File: config.mk
export PLATFORM = sky130hd
export DESIGN_NAME = usb_rxep_status
export DESIGN_NICKNAME = d
export VERILOG_FILES = /design/src/rtl/usb_rxep_pkg.sv /design/src/rtl/rxep_ctrl_reg.sv /design/src/rtl/rxep_ready_tracker.sv /design/src/rtl/rxep_handshake.sv /design/src/rtl/usb_rxep_status.sv
export SDC_FILE = /design/constraint.sdc
export NUM_CORES = 1
export LEC_CHECK = 0
export BUFFER_PORTS_ARGS = -buffer_cell sky130_fd_sc_hd__buf_2
export CAP_MARGIN = 20
export CORE_UTILIZATION = 55
export CTS_CLUSTER_DIAMETER = 200
export DETAILED_ROUTE_END_ITERATION = 12
export GPL_TIMING_DRIVEN = 1
export HOLD_SLACK_MARGIN = 0.03
export PLACE_DENSITY = 0.86
export SLEW_MARGIN = 20
export SYNTH_ARGS = -nofsm -noshare
export SYNTH_HDL_FRONTEND = slang
export SYNTH_SLANG_ARGS = --single-unit
export TNS_END_PERCENT = 100
File: constraint.sdc
create_clock -name clk -period 4.7 [get_ports clk]
set_clock_uncertainty 0.05 [all_clocks]
set_input_delay 0 -clock clk [delete_from_list [all_inputs] [get_ports clk]]
set_output_delay 0 -clock clk [all_outputs]
set_load 0.01 [all_outputs]
File: src/rtl/usb_rxep_pkg.sv
package usb_rxep_pkg;
  localparam int BIT_AUTO = 7;
  localparam int BIT_MODE = 6;
  localparam int BIT_DMA  = 5;
  localparam int BIT_DUAL = 4;
  localparam int DMA_CHUNK = 4;

  typedef struct packed {
    logic auto_clr;
    logic bulk;
    logic dma_en;
    logic dual;
  } ctrl_t;
endpackage

File: src/rtl/rxep_ctrl_reg.sv
module rxep_ctrl_reg
  import usb_rxep_pkg::*;
(
  input  logic       clk,
  input  logic       rst_n,
  input  logic       wr_en,
  input  logic [7:0] wr_data,
  input  logic       pkt_rcvd,
  input  logic       pkt_pid_err,
  output ctrl_t      ctrl,
  output logic [7:0] rd_data
);
  ctrl_t ctrl_q, ctrl_d;
  logic  pid_set;
  logic  ld;

  assign pid_set = pkt_rcvd & pkt_pid_err & ~ctrl_q.bulk;
  assign ld      = wr_en | pid_set;

  always_comb begin
    ctrl_d = ctrl_q;
    if (wr_en) begin
      ctrl_d.auto_clr = wr_data[BIT_AUTO];
      ctrl_d.bulk     = wr_data[BIT_MODE];
      ctrl_d.dma_en   = wr_data[BIT_DMA];
      if (wr_data[BIT_MODE]) ctrl_d.dual = wr_data[BIT_DUAL];
      else                   ctrl_d.dual = ctrl_q.dual & wr_data[BIT_DUAL];
    end
    if (pid_set) ctrl_d.dual = 1'b1;
  end

  always_ff @(posedge clk or negedge rst_n) begin
    if (!rst_n)  ctrl_q <= '0;
    else if (ld) ctrl_q <= ctrl_d;
  end

  assign ctrl    = ctrl_q;
  assign rd_data = {ctrl_q.auto_clr, ctrl_q.bulk, ctrl_q.dma_en, ctrl_q.dual, 4'b0000};

  // in isochronous mode a write cannot create a PID error
  p_iso_no_set_r9: assert property (@(posedge clk) disable iff (!rst_n)
    (wr_en && !wr_data[BIT_MODE] && !ctrl_q.dual && !pid_set) |=> !rd_data[BIT_DUAL]);
  // a PID error event in isochronous mode is recorded
  p_pid_record_r9: assert property (@(posedge clk) disable iff (!rst_n)
    (pkt_rcvd && pkt_pid_err && !rd_data[BIT_MODE]) |=> rd_data[BIT_DUAL]);
endmodule

File: src/rtl/rxep_ready_tracker.sv
module rxep_ready_tracker
  import usb_rxep_pkg::*;
#(
  parameter int CNT_W = 11
) (
  input  logic             clk,
  input  logic             rst_n,
  input  logic             auto_clr,
  input  logic [CNT_W-1:0] max_pkt,
  input  logic             unload_vld,
  input  logic             unload_dma,
  input  logic [2:0]       unload_bytes,
  input  logic             pkt_rcvd,
  input  logic             ready_clr,
  output logic             rx_ready
);
  localparam int ACC_W = CNT_W + 1;

  logic             rdy_q, rdy_d;
  logic [ACC_W-1:0] cnt_q, cnt_d;
  logic [ACC_W:0]   sum_w;
  logic [ACC_W-1:0] sum;
  logic [2:0]       step;
  logic             reach;
  logic             ld;

  assign step  = unload_dma ? 3'(DMA_CHUNK) : unload_bytes;
  assign sum_w = {1'b0, cnt_q} + (ACC_W+1)'(step);
  assign sum   = sum_w[ACC_W] ? {ACC_W{1'b1}} : sum_w[ACC_W-1:0];
  assign reach = auto_clr & (sum >= ACC_W'(max_pkt));
  assign ld    = pkt_rcvd | ready_clr | (rdy_q & unload_vld);

  always_comb begin
    rdy_d = rdy_q;
    cnt_d = cnt_q;
    if (pkt_rcvd) begin
      rdy_d = 1'b1;
      cnt_d = '0;
    end else if (ready_clr) begin
      rdy_d = 1'b0;
      cnt_d = '0;
    end else if (rdy_q && unload_vld) begin
      if (reach) begin
        rdy_d = 1'b0;
        cnt_d = '0;
      end else begin
        cnt_d = sum;
      end
    end
  end

  always_ff @(posedge clk or negedge rst_n) begin
    if (!rst_n) begin
      rdy_q <= 1'b0;
      cnt_q <= '0;
    end else if (ld) begin
      rdy_q <= rdy_d;
      cnt_q <= cnt_d;
    end
  end

  assign rx_ready = rdy_q;

  // a packet event always leaves the flag set
  p_pkt_sets_r3: assert property (@(posedge clk) disable iff (!rst_n)
    pkt_rcvd |=> rx_ready);
  // without auto-clear only software drops the flag
  p_manual_hold_r5: assert property (@(posedge clk) disable iff (!rst_n)
    (rx_ready && !auto_clr && !ready_clr && !pkt_rcvd) |=> rx_ready);
  // the count is idle at zero while no packet is ready
  p_idle_zero_r10: assert property (@(posedge clk) disable iff (!rst_n)
    !rx_ready |-> (cnt_q == '0));
endmodule

File: src/rtl/rxep_handshake.sv
module rxep_handshake #(
  parameter int CNT_W  = 11,
  parameter int FREE_W = 12
) (
  input  logic              clk,
  input  logic              rst_n,
  input  logic              pkt_rcvd,
  input  logic              bulk,
  input  logic              nyet_dis,
  input  logic [FREE_W-1:0] fifo_free,
  input  logic [CNT_W-1:0]  max_pkt,
  output logic              hs_vld,
  output logic              hs_nyet
);
  localparam int CW = (FREE_W > CNT_W) ? FREE_W : CNT_W;

  logic vld_q, vld_d, nyet_q, nyet_d;
  logic tight;

  assign tight  = CW'(fifo_free) < CW'(max_pkt);
  assign vld_d  = pkt_rcvd & bulk;
  assign nyet_d = vld_d & ~nyet_dis & tight;

  always_ff @(posedge clk or negedge rst_n) begin
    if (!rst_n) begin
      vld_q  <= 1'b0;
      nyet_q <= 1'b0;
    end else begin
      vld_q  <= vld_d;
      nyet_q <= nyet_d;
    end
  end

  assign hs_vld  = vld_q;
  assign hs_nyet = nyet_q;

  // NYET disabled means every bulk packet is acknowledged
  p_forced_ack_r8: assert property (@(posedge clk) disable iff (!rst_n)
    (pkt_rcvd && bulk && nyet_dis) |=> (hs_vld && !hs_nyet));
  // isochronous packets get no handshake
  p_iso_silent_r9: assert property (@(posedge clk) disable iff (!rst_n)
    (pkt_rcvd && !bulk) |=> !hs_vld);
  // NYET never appears without a valid decision
  p_nyet_valid_r8: assert property (@(posedge clk) disable iff (!rst_n)
    hs_nyet |-> hs_vld);
endmodule

File: src/rtl/usb_rxep_status.sv
module usb_rxep_status
  import usb_rxep_pkg::*;
#(
  parameter int CNT_W  = 11,
  parameter int FREE_W = 12
) (
  input  logic              clk,
  input  logic              rst_n,
  input  logic              reg_wr_en,
  input  logic [7:0]        reg_wr_data,
  output logic [7:0]        reg_rd_data,
  input  logic              ready_clr,
  input  logic [CNT_W-1:0]  max_pkt,
  input  logic              unload_vld,
  input  logic              unload_dma,
  input  logic [2:0]        unload_bytes,
  input  logic              pkt_rcvd,
  input  logic              pkt_pid_err,
  input  logic [FREE_W-1:0] fifo_free,
  output logic              rx_ready,
  output logic              dma_req,
  output logic              hs_vld,
  output logic              hs_nyet
);
  ctrl_t ctrl;

  rxep_ctrl_reg u_reg (
    .clk         (clk),
    .rst_n       (rst_n),
    .wr_en       (reg_wr_en),
    .wr_data     (reg_wr_data),
    .pkt_rcvd    (pkt_rcvd),
    .pkt_pid_err (pkt_pid_err),
    .ctrl        (ctrl),
    .rd_data     (reg_rd_data)
  );

  rxep_ready_tracker #(.CNT_W(CNT_W)) u_trk (
    .clk          (clk),
    .rst_n        (rst_n),
    .auto_clr     (ctrl.auto_clr),
    .max_pkt      (max_pkt),
    .unload_vld   (unload_vld),
    .unload_dma   (unload_dma),
    .unload_bytes (unload_bytes),
    .pkt_rcvd     (pkt_rcvd),
    .ready_clr    (ready_clr),
    .rx_ready     (rx_ready)
  );

  rxep_handshake #(.CNT_W(CNT_W), .FREE_W(FREE_W)) u_hs (
    .clk       (clk),
    .rst_n     (rst_n),
    .pkt_rcvd  (pkt_rcvd),
    .bulk      (ctrl.bulk),
    .nyet_dis  (ctrl.dual),
    .fifo_free (fifo_free),
    .max_pkt   (max_pkt),
    .hs_vld    (hs_vld),
    .hs_nyet   (hs_nyet)
  );

  assign dma_req = ctrl.dma_en & rx_ready;

  // an enabled endpoint requests DMA right after a packet arrives
  p_dma_follow_r7: assert property (@(posedge clk) disable iff (!rst_n)
    (pkt_rcvd && reg_rd_data[BIT_DMA] && !reg_wr_en) |=> dma_req);
  // the request drops together with the ready flag
  p_dma_drop_r7: assert property (@(posedge clk) disable iff (!rst_n)
    !rx_ready |-> !dma_req);
endmodule

==> results.sh <==
export IMPL_run_status="finished with violations"
export IMPL_violated_checks="DRC"
export IMPL_fmax_ghz=0.237
export IMPL_cts_htree_levels=1
export IMPL_synth_enable_flop_cells=0
export IMPL_layout_nets=312
export IMPL_power_density_over_the_cells_nw_per_um2=180
export IMPL_setup_viol=0
export IMPL_path_class="reg -> reg"
export IMPL_rows=19
export IMPL_totalWireLength_um=4480
export IMPL_worst_skew_pair_late_latency_ps=310
export IMPL_numPlacedInstances=254
export IMPL_cts_tree="done"
export IMPL_r2r_start="u_trk.cnt_q[0]$_DFFE_PN0P_"
export IMPL_initialDrtViolationCount=61
export IMPL_detail_route_drc_violations=2
export IMPL_worstRegToRegCells=13
export IMPL_gr_total_overflow=0
export IMPL_ys_warnings_count=0
export IMPL_worstPathCellList="ha_1, fa_1, a21o_1, nand3_1, or3_1, nor2b_1, ha_1, o21ai_0, a221oi_1, o41ai_1, nand3_1, a41oi_1, dlygate4sd3_1"
export IMPL_layout_cells_most_common="buf_2"
export IMPL_synth_ff_type="dfrtp_1"
export IMPL_ir_drop_worst_vdd_v=0.000153
export IMPL_timing_final_crit_share=0.899
export IMPL_dpl_hpwl_um=2920
export IMPL_p_leak_nw=1.08
export IMPL_critical_path_required_ps=4900
export IMPL_fp_dieH_um=57.1
export IMPL_synthDistinctLibCells=44
export IMPL_worst_path_buf_inv=1
export IMPL_synthesis_area_per_instance_um2=9.08
export IMPL_grt_setup_unrepaired="no"
export IMPL_firstDrtPassIters=8
export IMPL_io_pin_count=54
export IMPL_power_switching_mw=0.117
export IMPL_worst_path_max_fanout=6
export IMPL_core_region_area_um2=2810
export IMPL_period_minus_slack_ps=4230
export IMPL_routed_wire_length_per_instance_um=16.3
export IMPL_layout_drive_gt1_share=0.275
export IMPL_clkSinkCount=19
export IMPL_final_antenna_net_count=0
export IMPL_net_switching_fraction_of_the_power=0.313
export IMPL_die_area_um2=3260
export IMPL_grt_start_max_net_pins=20
export IMPL_power_frac_comb=0.288
export IMPL_synth_seq_cells=19
export IMPL_grt_antenna_before_repair=0
export IMPL_seq_power_share=0.474
export IMPL_instances_no_fill=275
export IMPL_final_cell_mix="45 x buf_2, 24 x ha_1, 19 x dfrtp_1, 17 x dlygate4sd3_1"
export IMPL_clkSlewWorstSetupHoldPaths_ps=120
export IMPL_total_routing_usage_gr=0.296
export IMPL_timing_critical_path_to_type="register"
export IMPL_crit_reg2reg_capture="u_trk.rx_ready$_DFFE_PN0P_"
export IMPL_cp_slowest_stage_delay_ps=590
export IMPL_synthArstFlopShare=1.00
export IMPL_worst_r2r_setup_slack_ps=470
export IMPL_setup_worst_path_start_class="register"
export IMPL_initial_core_util=0.595
export IMPL_path_delay_family="compound AO/OA/AOI/OAI gates"
export IMPL_first_global_vias=1681
export IMPL_die_width_um=57.1
export IMPL_numPortBuffers=45
export IMPL_netlist_instances=184
export IMPL_syn_to_final_growth_pct=24.0
export IMPL_tightestPinTransition_ps=695
export IMPL_globalplace_congestion=0.913
export IMPL_number_of_diodes_added_for_antenna_fixing=0
export IMPL_share_clk_of_total_power=0.238
export IMPL_total_internal_power_mw=0.256
export IMPL_detail_route_vias_per_cell=5.97
export IMPL_placed_cell_area_um2=1870
export IMPL_relative_slew_slack=0.530
export IMPL_routed_via_count=1642
export IMPL_synth_sequential_area_ratio=0.285
export IMPL_cap_viol_max_count=0
export IMPL_final_area_um2=2070
export IMPL_clock_root_buffer="clkbuf_4"
export IMPL_slew_viol_final=0
export IMPL_grt_pass1_wl_um=7400
export IMPL_cp_arrival_ps=4430
export IMPL_hold_violations=0
export IMPL_cts_max_path_buffers=2
export IMPL_syn_cell_area_um2=1670
export IMPL_tritoncts_num_buffers=3
export IMPL_worst_hold_path_type="in -> async"
export IMPL_timing_critical_path_slowest_stage_cell="o41ai_1"
export IMPL_finalSetupTns_ps=0
==> worst max-delay path by stage <==
stage / to / start / cells after the start / slack (ps)
6_report: u_trk.rx_ready$_DFFE_PN0P_ / u_trk.cnt_q[0]$_DFFE_PN0P_ / 13 / 470
5_1_grt: u_trk.rx_ready$_DFFE_PN0P_ / u_trk.cnt_q[0]$_DFFE_PN0P_ / 13 / 270
4_1_cts: u_trk.rx_ready$_DFFE_PN0P_ / u_trk.cnt_q[0]$_DFFE_PN0P_ / 13 / 560
3_5_place_dp: u_trk.rx_ready$_DFFE_PN0P_ / u_trk.cnt_q[0]$_DFFE_PN0P_ / 12 / 1120
3_3_place_gp: u_trk.cnt_q[5]$_DFFE_PN0P_ / u_trk.cnt_q[0]$_DFFE_PN0P_ / 12 / 1190
2_1_floorplan: u_trk.cnt_q[7]$_DFFE_PN0P_ / u_trk.cnt_q[0]$_DFFE_PN0P_ / 13 / 1650
==> flip-flops by register name, summed over array words and instances (netlist names) <==
name,cells
u_trk.cnt_q,12
u_reg.ctrl,4
u_hs.hs_nyet,1
u_hs.hs_vld,1
u_trk.rx_ready,1
==> Yosys cell counts, types with 2 or more instances <==
master | count | area, um^2
a21o_1 | 4 | 30.0
a21oi_1 | 11 | 55.1
a22o_2 | 9 | 90.1
a31oi_1 | 4 | 25.0
a41oi_1 | 3 | 26.3
and2_1 | 3 | 18.8
buf_4 | 8 | 60.1
dfrtp_1 | 19 | 475
ha_1 | 24 | 300
inv_1 | 16 | 60.1
mux2_2 | 4 | 45.0
nand2_1 | 16 | 60.1
nand2b_1 | 2 | 12.5
nand3_1 | 7 | 35.0
nand4_1 | 4 | 25.0
nor2_1 | 8 | 30.0
nor2b_1 | 5 | 31.3
nor3_1 | 3 | 15.0
o211ai_1 | 2 | 15.0
o21ai_0 | 5 | 25.0
o21bai_1 | 2 | 15.0
xnor2_1 | 3 | 26.3
==> kinds of logic (layout without fill, tap and decap cells) <==
logic type,count (synthesis),count (layout),synth area share
simple gates,56,56,0.175
compound gates,50,50,0.219
fa+ha+maj,25,25,0.192
buf+inv,25,82,0.0787
flops,19,19,0.285
xor+xnor,4,4,0.0210
mux,4,4,0.0270
other cells,1,4,0.00225
==> power by group through the flow <==
stage	Clock, mW	Sequential (mW)	Combinational, mW
finish	0.0887	0.177	0.107
CTS	0.0877	0.176	0.102
global placement	0	0.179	0.0860
floorplan	0	0.179	0.0584
global route	0.0937	0.178	0.119
detailed placement	0	0.179	0.0895
==> layer usage <==
metal	vias up	track usage	part of all wire
met3	19	0.0680	0.070
met5	-	0	0
li1	783	-	-
met4	0	0.160	0.036
met1	760	0.344	0.40
met2	80	0.506	0.49
==> final cells by class <==
type	count	area, um^2
sequential	19	475
tap	31	38.8
timing repair buffer	62	395
multi-input combinational	143	1070
clock buffer	4	26.3
fill	212	734
inverter	16	60.1
==> per-stage QoR <==
step | util | hold WS, ps | power [mW] | setup WS, ps
floorplan | - | -346 | 0.237 | 1650
global placement | 0.668 | -86.7 | 0.265 | 1190
detailed placement | 0.668 | -83.2 | 0.268 | 1120
CTS | 0.738 | 115 | 0.366 | 559
global route | 0.738 | 140 | 0.391 | 268
finish | 0.738 | 98.3 | 0.373 | 475
==> repair_timing <==
action                                 in CTS  in global routing
setup endpoints to repair                   0                  0
buffers inserted                            0                  0
gates resized for setup                     0                  0
hold buffers                               17                  0
endpoints found under the hold margin      28                  0
No activity file was read; power rests on OpenSTA's default activity.
